==> config.mk <==
export PLATFORM = sky130hd
export DESIGN_NAME = serial_bank_mapper
export DESIGN_NICKNAME = d
export VERILOG_FILES = /design/src/rtl/serial_bank_mapper.sv
export SDC_FILE = /design/constraint.sdc
export NUM_CORES = 1
export LEC_CHECK = 0
export CAP_MARGIN = 20
export CELL_PAD_IN_SITES_DETAIL_PLACEMENT = 1
export CELL_PAD_IN_SITES_GLOBAL_PLACEMENT = 2
export CORE_MARGIN = 4
export CORE_UTILIZATION = 18
export DETAILED_ROUTE_END_ITERATION = 10
export PLACE_DENSITY = 0.88
export SYNTH_ARGS = -nofsm -noshare
export SYNTH_HDL_FRONTEND = slang
export SYNTH_SLANG_ARGS = --single-unit
export TNS_END_PERCENT = 30
==> constraint.sdc <==
create_clock -name clk -period 1.6 [get_ports clk]
set_input_delay 0.24 -clock clk [delete_from_list [all_inputs] [get_ports clk]]
set_output_delay 0.24 -clock clk [all_outputs]
set_load 0.01 [all_outputs]
==> src/rtl/serial_bank_mapper.sv <==
module serial_bank_mapper #(
  parameter int PRG_AW     = 18,
  parameter int CHR_AW     = 17,
  parameter bit CHR_IS_RAM = 1'b1
) (
  input  logic              clk,
  input  logic              rst_n,
  input  logic [15:0]       cpu_addr,
  input  logic [7:0]        cpu_wdata,
  input  logic              cpu_we,
  output logic [7:0]        cpu_rdata,
  output logic [PRG_AW-1:0] prg_addr,
  input  logic [7:0]        prg_rdata,
  output logic [12:0]       wram_addr,
  output logic [7:0]        wram_wdata,
  output logic              wram_we,
  input  logic [7:0]        wram_rdata,
  input  logic [13:0]       vid_addr,
  input  logic              vid_we,
  output logic [CHR_AW-1:0] chr_addr,
  output logic              chr_we,
  output logic [10:0]       nt_addr,
  output logic              nt_we
);
  localparam int SR_W     = 5;
  localparam int CNT_W    = $clog2(SR_W + 1);
  localparam int PBANK_W  = 4;
  localparam int PRG_FULL = PBANK_W + 14;
  localparam int CHR_FULL = SR_W + 13;
  localparam logic [SR_W-1:0] CTRL_RST = 5'h0C;
  localparam logic [SR_W-1:0] CLO_RST  = 5'h00;
  localparam logic [SR_W-1:0] CHI_RST  = 5'h01;
  localparam logic [SR_W-1:0] PSEL_RST = 5'h0F;

  logic [SR_W-1:0]  ctrl, chr_lo, chr_hi, prg_sel, sh_val;
  logic [CNT_W-1:0] sh_cnt;

  wire              map_wr  = cpu_we & cpu_addr[15];
  wire [SR_W-1:0]   sh_next = {cpu_wdata[0], sh_val[SR_W-1:1]};
  wire              sh_last = (sh_cnt == CNT_W'(SR_W - 1));

  always_ff @(posedge clk) begin
    if (!rst_n) begin
      ctrl    <= CTRL_RST;
      chr_lo  <= CLO_RST;
      chr_hi  <= CHI_RST;
      prg_sel <= PSEL_RST;
      sh_val  <= '0;
      sh_cnt  <= '0;
    end else if (map_wr) begin
      if (cpu_wdata[7]) begin
        sh_cnt <= '0;
        ctrl   <= ctrl | 5'h0C;
      end else begin
        sh_val <= sh_next;
        if (sh_last) begin
          sh_cnt <= '0;
          case (cpu_addr[14:13])
            2'd0:    ctrl    <= sh_next;
            2'd1:    chr_lo  <= sh_next;
            2'd2:    chr_hi  <= sh_next;
            default: prg_sel <= sh_next;
          endcase
        end else begin
          sh_cnt <= sh_cnt + 1'b1;
        end
      end
    end
  end

  logic [PBANK_W-1:0] pbank;
  always_comb begin
    if (!ctrl[3])
      pbank = {prg_sel[3:1], cpu_addr[14]};
    else if (ctrl[2])
      pbank = cpu_addr[14] ? {PBANK_W{1'b1}} : prg_sel[PBANK_W-1:0];
    else
      pbank = cpu_addr[14] ? prg_sel[PBANK_W-1:0] : '0;
  end
  wire [PRG_FULL-1:0] prg_full = {pbank, cpu_addr[13:0]};
  assign prg_addr = PRG_AW'(prg_full);

  logic [CHR_FULL-1:0] chr_full;
  always_comb begin
    if (ctrl[4])
      chr_full = {1'b0, (vid_addr[12] ? chr_hi : chr_lo), vid_addr[11:0]};
    else
      chr_full = {chr_lo, vid_addr[12:0]};
  end
  assign chr_addr = CHR_AW'(chr_full);

  logic nt_page;
  always_comb begin
    case (ctrl[1:0])
      2'd0:    nt_page = 1'b0;
      2'd1:    nt_page = 1'b1;
      2'd2:    nt_page = vid_addr[10];
      default: nt_page = vid_addr[11];
    endcase
  end
  assign nt_addr = {nt_page, vid_addr[9:0]};

  assign chr_we = CHR_IS_RAM & vid_we & ~vid_addr[13];
  assign nt_we  = vid_we & vid_addr[13] & (vid_addr[13:8] != 6'h3F);

  wire wram_hit = (cpu_addr[15:13] == 3'b011);
  assign wram_addr  = cpu_addr[12:0];
  assign wram_wdata = cpu_wdata;
  assign wram_we    = cpu_we & wram_hit & ~prg_sel[4];

  always_comb begin
    if (wram_hit)
      cpu_rdata = prg_sel[4] ? 8'h00 : wram_rdata;
    else if (cpu_addr[15])
      cpu_rdata = prg_rdata;
    else
      cpu_rdata = 8'h00;
  end
endmodule

== Word-level counts from Yosys, hierarchy flattened ==
Index checks and enable logic that the tools add are counted.
Storage, ports and cells
  flip-flop bits (word level): 28
  input port bits: 58
  output and inout bits: 78
  word-level logic and storage cells: 51
Cells by class
  $add $sub $neg: 1
  equal/unequal tests: 7
  muxes and demuxes: 15
  bitwise operators: 10
  reduce and logical (&&, ||, !) cells: 11
Operators with widths (number)
  two-way mux 4 bit: 7
  two-way mux 8 bit: 3
  two-way mux 17 bit: 1
  AND reduction 4 bit: 4
  AND 1 bit: 6
  two-way mux 3 bit: 2
  inequality test 6 bit, second input constant: 1
  two-way mux 5 bit: 1
  equality test 2 x 1 -> 1 bit, second input constant: 2
  equality test 2 bit, second input constant: 2
  zero test 2 bit: 2
  NOT 1 bit: 4
  nonzero test 2 bit: 2
  adder 3 x 1 -> 3 bit, second input constant: 1
  equality test 3 x 2 -> 1 bit, second input constant: 1
  equality test 3 bit, second input constant: 1
  one-hot mux 1 bit (3 select lines): 1
  AND reduction 3 bit: 1
  OR reduction 3 bit: 1
  AND reduction 2 bit: 1

== Logic depth before layout (Yosys ltp) ==
Gate-level depths: netlist (run 1).
  word-level depth: 4
  mapped depth: 5
  depth with buffers taken out: 5

== Worst setup path before layout (run 1) ==
OpenSTA, ideal clock, no wires.
  kind: flip-flop to flip-flop
  start: reg sh_cnt[0]
  end: reg chr_lo[0]
  library setup time: 72 ps
  arrival time: 1353 ps
  required time: 1528 ps
  path slack: 175 ps
  stages on the path, launching flop included: 6
  path buffers: 0
  clock period less this slack: 1425 ps
  cell sequence: dfxtp_1 inv_1 ha_1 nand2_1 nor4b_4 mux2i_1
Between the ends
  word-level cells in the longest chain between the ends: 2
RTL lines
  start, declared: line 36  | logic [CNT_W-1:0] sh_cnt;
  start signal, assigned: line 65  | sh_cnt <= sh_cnt + 1'b1;
  equality test 3 bit: line 40  | wire sh_last = (sh_cnt == CNT_W'(SR_W - 1));
  AND reduction 4 bit (no line)
  end signal, assigned: line 60  | 2'd1: chr_lo <= sh_next;
  end, declared: line 35  | logic [SR_W-1:0] ctrl, chr_lo, chr_hi, prg_sel, sh_val;
No other way between the ends.
A chain may end at the register's enable or synchronous reset.

== Worst setup path in the final report (run 1) ==
  start: in cpu_wdata[7]
  end: out wram_wdata[7]
RTL lines
  start, declared: line 9  | input logic [7:0] cpu_wdata,
  end, declared: line 15  | output logic [7:0] wram_wdata,
No word-level cell between the ends.

==> results of run 1 <==
[routing by layer]
layer  vias to the layer above  GRT usage (%)
li1                        769              -
met1                       752           9.16
met2                        43           14.8
met3                         4           1.47
met4                         0           2.84
met5                         -              0
[where the power goes]
group	internal (uW)	switching, uW
combinational	161	112
clock	178	212
sequential	672	2.56
[what timing repair did]
item,in CTS,in global routing
pin swaps,0,1
resized for setup,56,18
buffers inserted,2,0
setup endpoints to repair,24,29
[cells in the final DEF (no fill, tap or decap), types with 3 or more instances in the layout]
| cell type | instances |
|---|---|
| buf_4 | 25 |
| a21oi_1 | 15 |
| nand2_1 | 30 |
| nor2_1 | 8 |
| buf_2 | 8 |
| dfxtp_1 | 24 |
| nor2b_1 | 11 |
| a22o_1 | 8 |
| nor3_1 | 3 |
| clkdlybuf4s50_1 | 34 |
| clkbuf_2 | 6 |
| clkbuf_8 | 3 |
| inv_1 | 5 |
| mux2i_1 | 22 |
| dlygate4sd2_1 | 10 |
| a31oi_1 | 3 |
| a21boi_0 | 6 |
[area by class of cell]
type | count | area, sq um
multi-input combinational | 131 | 911
tap | 136 | 170
sequential | 27 | 547
clock buffer | 4 | 45.0
inverter | 5 | 18.8
timing repair buffer | 87 | 737
fill | 1242 | 7940
[logic make-up after synthesis]
group | synth area share [%]
AO/OA/AOI/OAI | 12.6
buffers and inverters | 25.5
flip-flops | 28.1
AND/OR/NAND/NOR | 20.9
multiplexers | 11.5
adder cells (fa/ha/maj) | 1.30
[per-stage QoR]
step | cells | power, uW | setup slack, ns
detailed placement | 384 | 983 | -0.504
global placement | 384 | 976 | -0.455
finish | 390 | 1340 | 0.0484
floorplan | 230 | 923 | 0.175
global route | 390 | 1400 | -0.00126
CTS | 390 | 1360 | 0.00384
[sequential cells by signal (all words and copies together), names as in the netlist]
name / count
chr_hi: 5
chr_lo: 5
ctrl: 5
prg_sel: 5
sh_cnt: 3
sh_val: 4
[how the worst max path moves through the flow]
stage                                      start                     end  cells after the start
final                               cpu_wdata[7]           wram_wdata[7]                      2
after global routing                cpu_addr[14]            prg_addr[17]                      6
after CTS                           vid_addr[12]                   nt_we                      5
after detailed placement            cpu_addr[13]            cpu_rdata[7]                      6
after global placement              cpu_addr[13]            cpu_rdata[1]                      6
after floorplan           sh_cnt[0]$_SDFFE_PN0P_  chr_lo[0]$_SDFFE_PN0P_                      5
==> reports/summary.txt, run 1 <==
Status -> completed
Synth Cell Area -> 1920 sq um
Mapped Avg Cell Area -> 8.35 sq um
Met3 wire len -> 270 um
Total core area -> 10400 sq um
Peak supply drop -> 0.252 mV
Critical path endpoint category -> output port
Layout cell share with drive strength beyond 1 -> 22.4%
Worst setup SP type -> input port
DP HPWL -> 4.28 mm
Worst r2r dst -> chr_lo[0]$_SDFFE_PN0P_
Met1 WL -> 2.12 mm
Yosys top cell by area -> dfxtp_1
Ys async rst share -> 0%
Critical path buffers and inverters -> 2
Most used cell, CP -> clkdlybuf4s50_1
Commonest cells post-synth -> buf_4, nand2_1, dfxtp_1, mux2i_1, a21oi_1
Final Critical Period -> 1.55 ns
Worst Skew -> 0.00219 ns
Final setup vio count -> 0
# nets final -> 315
Min-delay worst type -> reg2reg
First-pass GRT wire length -> 8.41 mm
Die ar. -> 12400 sq um
Metal2 WL -> 2.71 mm
DR vias/cell -> 4.02
Design Area, Final -> 2430 sq um
CTS root buffer -> clkbuf_8
Min Hold Slack -> 0.465 ns
Syn Inst Count -> 230
Number of synthesized register bits -> 27
R2R depth -> 6
Drt first pass iters -> 4
Die Height -> 111 um
CTS H-Tree Depth -> 1
Final cycle utilization of the critical path -> 97.0%
Initial antenna violation count -> 0
Predominant post-synthesis flop cell -> dfxtp_1
CTS buffer count -> 3
DRC viols -> 0
Largest net degree at the start of global routing -> 27
Synthesis Warnings -> 0
Synth area leaders -> dfxtp_1, buf_4, mux2i_1
Average wire per standard cell -> 13.2 um
Initial core utilization -> 18.5%
Dpl cell area -> 2420 sq um
Max_slew headroom -> 81.0%
DR top layer -> met4
CTS clk-pin slew, worst paths -> 0.09 ns
Cell with the most instances after synthesis -> buf_4
RSZ-0062 raised after global routing -> true
Syn_nets -> 290
Sequential area share after synthesis -> 28.1%
N_diodes -> 0
Die span in x -> 111 um
Sum of negative setup slack -> 0 ns
Max cap viols -> 0
Hold Path End -> chr_lo[4]$_SDFFE_PN0P_
# IOs -> 136
Pwr Density -> 551 nW/um^2
Count of flip-flops with a built-in enable after synthesis -> 0
Min-delay src -> chr_lo[4]$_SDFFE_PN0P_
Top-area cell type share of the netlist area -> 28.1%
Layout area overhead -> 26.4%
Cts hold-fix bufs -> 0
CTS tree -> built
Static Leakage -> 0.000952 uW
Vias in the first global route -> 1669
Via count -> 1568
Slew Limit Fails -> 0
Worst-Margin Slew -> 0.282 ns
FP Rows -> 37
GRT Util Overall -> 8.03%
Final hold vios -> 0
Routed wire length -> 5.15 mm
CTS Buffer Depth -> 2
ANT nets after route -> 0
CP cell instances -> clkdlybuf4s50_1 > clkdlybuf4s50_1
Port Buffers -> 60
Reg2Reg Launch Point -> sh_cnt[0]$_SDFFE_PN0P_
Crit path DAT -> 1.31 ns
Data required, critical path -> 1.36 ns
Reg2Reg Setup Slack -> 0.13 ns
Grt ovf -> 0
CP top delay family -> buffers and inverters
Clk_lat worst skew -> 0.27 ns
Max incr delay on CP -> 0.55 ns
Fmax -> 0.644 GHz
Post-layout util -> 23.4%
CP max FO -> 3
Worst hold path stage count -> 2
Slowest-stage cell, CP -> clkdlybuf4s50_1
CP Class -> in2out
Initial DRC Count -> 22
Post-synth cell types -> 31
Gpl congestion -> 0.720
Clock tree sinks -> 27
(Power assumes the default switching activity.)
==> inputs of run 2 (changes only) <==
--- a/config.mk
+++ b/config.mk
@@ -5,13 +5,14 @@
 export SDC_FILE = /design/constraint.sdc
 export NUM_CORES = 1
 export LEC_CHECK = 0
+export ABC_AREA = 1
 export CAP_MARGIN = 20
 export CELL_PAD_IN_SITES_DETAIL_PLACEMENT = 1
 export CELL_PAD_IN_SITES_GLOBAL_PLACEMENT = 2
 export CORE_MARGIN = 4
-export CORE_UTILIZATION = 18
+export CORE_UTILIZATION = 17
 export DETAILED_ROUTE_END_ITERATION = 10
-export PLACE_DENSITY = 0.88
+export PLACE_DENSITY = 0.89
 export SYNTH_ARGS = -nofsm -noshare
 export SYNTH_HDL_FRONTEND = slang
 export SYNTH_SLANG_ARGS = --single-unit
==> reports/summary.txt, run 2 <==
Number of synthesized register bits -> 27 (unchanged)
Final Critical Period -> 1.52 ns (-0.0337 ns)
Worst-Margin Slew -> 0.252 ns (-0.0307 ns)
Initial antenna violation count -> 0 (unchanged)
N_diodes -> 0 (unchanged)
CTS H-Tree Depth -> 1 (unchanged)
Commonest cells post-synth -> nand2_1, buf_4, nor2_1, nand3_1, dfxtp_1
Via count -> 1805 (+15%)
Crit path DAT -> 1.28 ns (-0.03 ns)
Post-synthesis adder-cell area fraction -> 1.28% (-0.020 points)
Clock tree sinks -> 27 (unchanged)
Die span in x -> 115 um (+3.4%)
Max_slew headroom -> 83.2% (+2.2 points)
Top-area cell type share of the netlist area -> 27.7% (-0.43 points)
Die Height -> 115 um (+3.4%)
Syn Inst Count -> 294 (+28%)
Placed cells -> 455 (+18%)
Footprint of the multi-input gates -> 845 sq um (-7.3%)
Predominant post-synthesis flop cell -> dfxtp_1
First-pass GRT wire length -> 9.50 mm (+13%)
CP cell instances -> inv_1 > buf_4 > o21ai_0 > nand2_1 > clkdlybuf4s15_1
Final setup vio count -> 0 (unchanged)
Sequential share of power -> 43.1% (-7.3 points)
Sum of negative setup slack -> 0 ns (unchanged)
Yosys top cell by area -> dfxtp_1
Post-Synth XOR/XNOR Area -> 0.449% (+0.45 points)
Critical path buffers and inverters -> 3 (+1)
Count of flip-flops with a built-in enable after synthesis -> 0 (unchanged)
R2R depth -> 8 (+2)
Slowest-stage cell, CP -> dfxtp_4
Max incr delay on CP -> 0.38 ns (-0.17 ns)
Worst Skew -> 0.00250 ns (+0.000309 ns)
CTS tree -> built
Layout area overhead -> 31.9%
Port Buffers -> 60 (unchanged)
Total core area -> 11000 sq um (+6.4%)
Pwr Density -> 617 nW/um^2 (+12%)
FP Rows -> 38 (+2.7%)
Synth area leaders -> dfxtp_1, buf_4, nand2_1
Static Leakage -> 0.00120 uW (+26%)
Crit path depth -> 5 (+3)
Combinational share of power -> 20.7% (+0.3 points)
Vias in the first global route -> 1983 (+19%)
Drt first pass iters -> 4 (unchanged)
Sequential area share after synthesis -> 27.7% (-0.43 points)
Ys async rst share -> 0% (unchanged)
DRC viols -> 0 (unchanged)
Peak supply drop -> 0.380 mV (+51%)
Initial core utilization -> 17.7% (-0.84 points)
RSZ-0062 raised after global routing -> true
CP max FO -> 7 (+4)
Max cap viols -> 0 (unchanged)
Largest net degree at the start of global routing -> 24 (-11%)
Final cycle utilization of the critical path -> 94.9% (-2.1 points)
CTS buffer count -> 3 (unchanged)
CTS root buffer -> clkbuf_16
Dpl cell area -> 2470 sq um (+2.0%)
Design Area, Final -> 2570 sq um (+5.9%)
Data required, critical path -> 1.36 ns (about the same)
# fillers -> 1367 (+10%)
Cell with the most instances after synthesis -> nand2_1
Worst setup SP type -> flop
GRT Util Overall -> 8.67% (+0.64 points)
Sw Ratio -> 25.0% (+0.66 points)
# IOs -> 136 (unchanged)
Non-filler instance count after layout -> 463 (+19%)
Gpl congestion -> 0.763 (+6.0%)
Syn_nets -> 354 (+22%)
DP HPWL -> 4.58 mm (+7.0%)
Slew Limit Fails -> 0 (unchanged)
Routed wire length -> 5.60 mm (+8.7%)
Clock power frac -> 36.2% (+7.0 points)
Status -> completed
Critical path endpoint category -> output port
# nets final -> 384 (+22%)
NetSw -> 397 uW (+22%)
ANT nets after route -> 0 (unchanged)
DR vias/cell -> 3.90 (-3.0%)
Final hold vios -> 0 (unchanged)
Cts hold-fix bufs -> 0 (unchanged)
Min-delay worst type -> in2out
Most frequent cells in the layout -> nand2_1, clkdlybuf4s50_1, nor2_1
Post-synth cell types -> 26 (-16%)
CTS Buffer Depth -> 2 (unchanged)
Most common library cell in the layout ignoring fill and taps -> nand2_1
Complex-gate fraction of the synthesized area -> 8.47% (-4.2 points)
Clk_lat worst skew -> 0.26 ns (about the same)
Worst hold path stage count -> 0 (-2)
Fmax -> 0.659 GHz (+2.2%)
Largest family of logic cells by synthesized area -> simple AND/OR/NAND/NOR gates
P_int -> 1190 uW (+18%)
Sequential cell area -> 548 sq um (+0.23%)
Synthesis Warnings -> 0 (unchanged)
Mapped Avg Cell Area -> 6.63 sq um (-21%)
Synth Cell Area -> 1950 sq um (+1.6%)
Initial DRC Count -> 52 (+140%)
Grt ovf -> 0 (unchanged)
Die ar. -> 13300 sq um (+7.0%)
Layout cell share with drive strength beyond 1 -> 18.9% (-3.6 points)
CP Class -> reg2out
CTS clk-pin slew, worst paths -> 0.07 ns (-0.02 ns)
Average wire per standard cell -> 12.1 um (-8.5%)
Post-synthesis simple-gate area fraction -> 32.2% (+11 points)
Multiplexer share of the synthesized area -> 0% (-11 points)
CP top delay family -> buffers and inverters
run 2: cell types whose count changed after synthesis, moves of 3 or more:
cell / change
nor2_1: +22
nand2_1: +39
o21ai_0: +12
buf_6: +3
inv_1: +19
nor3_1: -3
a21boi_0: -6
a22o_1: -8
nor2b_1: -11
nand2_2: +3
mux2i_1: -22
clkbuf_1: -5
nand3_1: +28
run 2: logic make-up (layout without fill, tap and decap cells):
family          after synthesis  in the layout
compound gates               32             32
xor+xnor                      1              1
fa+ha+maj                     2              2
buf+inv                      90            119
flops                        27             27
simple gates                142            142
run 2: final timing paths:
check / startpoint / end / slack, ns
setup / recovery: ctrl[4]$_SDFFE_PN0P_ / chr_addr[12] / 0.08
hold / removal: cpu_addr[0] / prg_addr[0] / 0.48
setup reg to reg: sh_cnt[0]$_SDFFE_PN0P_ / prg_sel[3]$_SDFFE_PN1P_ / 0.21
hold reg to reg: prg_sel[1]$_SDFFE_PN1P_ / prg_sel[1]$_SDFFE_PN1P_ / 0.48
run 2: layout make-up:
class	count	area share [%]
Clock buffer	3	2.92
Multi-Input combinational cell	177	32.8
Tap cell	140	6.81
Clock inverter	1	0.195
Sequential cell	27	21.3
Inverter	27	4.33
Timing Repair Buffer	88	31.6
run 2: power groups by stage:
stage	clock (uW)	combinational [uW]	sequential, uW
finish	575	328	684
global route	618	360	685
CTS	599	334	686
detailed placement	0	339	702
global placement	0	328	702
floorplan	0	257	699
run 2: timing repair:
action,CTS,global route
endpoints found under the hold margin,0,0
pin swaps,2,2
resized for setup,59,12
gates cloned,0,0
buffers inserted,4,0
setup endpoints to repair,23,12
run 2: per-layer routing:
layer / up-vias / track usage, % / wire [um]
met1: 857 / 10.7 / 2360
met2: 21 / 15.9 / 3000
li1: 923 / - / -
met3: 4 / 1.47 / 217
met5: - / 0 / 0
met4: 0 / 1.56 / 14
run 2: metrics by stage:
step / setup slack (ns) / utilization, % / hold slack, ns / power, uW
2_1_floorplan: 0.423 / - / 0.382 / 956
3_3_place_gp: -0.358 / 22.4 / 0.449 / 1030
3_5_place_dp: -0.382 / 22.4 / 0.457 / 1040
4_1_cts: -0.00991 / 23.3 / 0.476 / 1620
5_1_grt: -0.00472 / 23.3 / 0.480 / 1660
6_report: 0.0820 / 23.3 / 0.480 / 1590
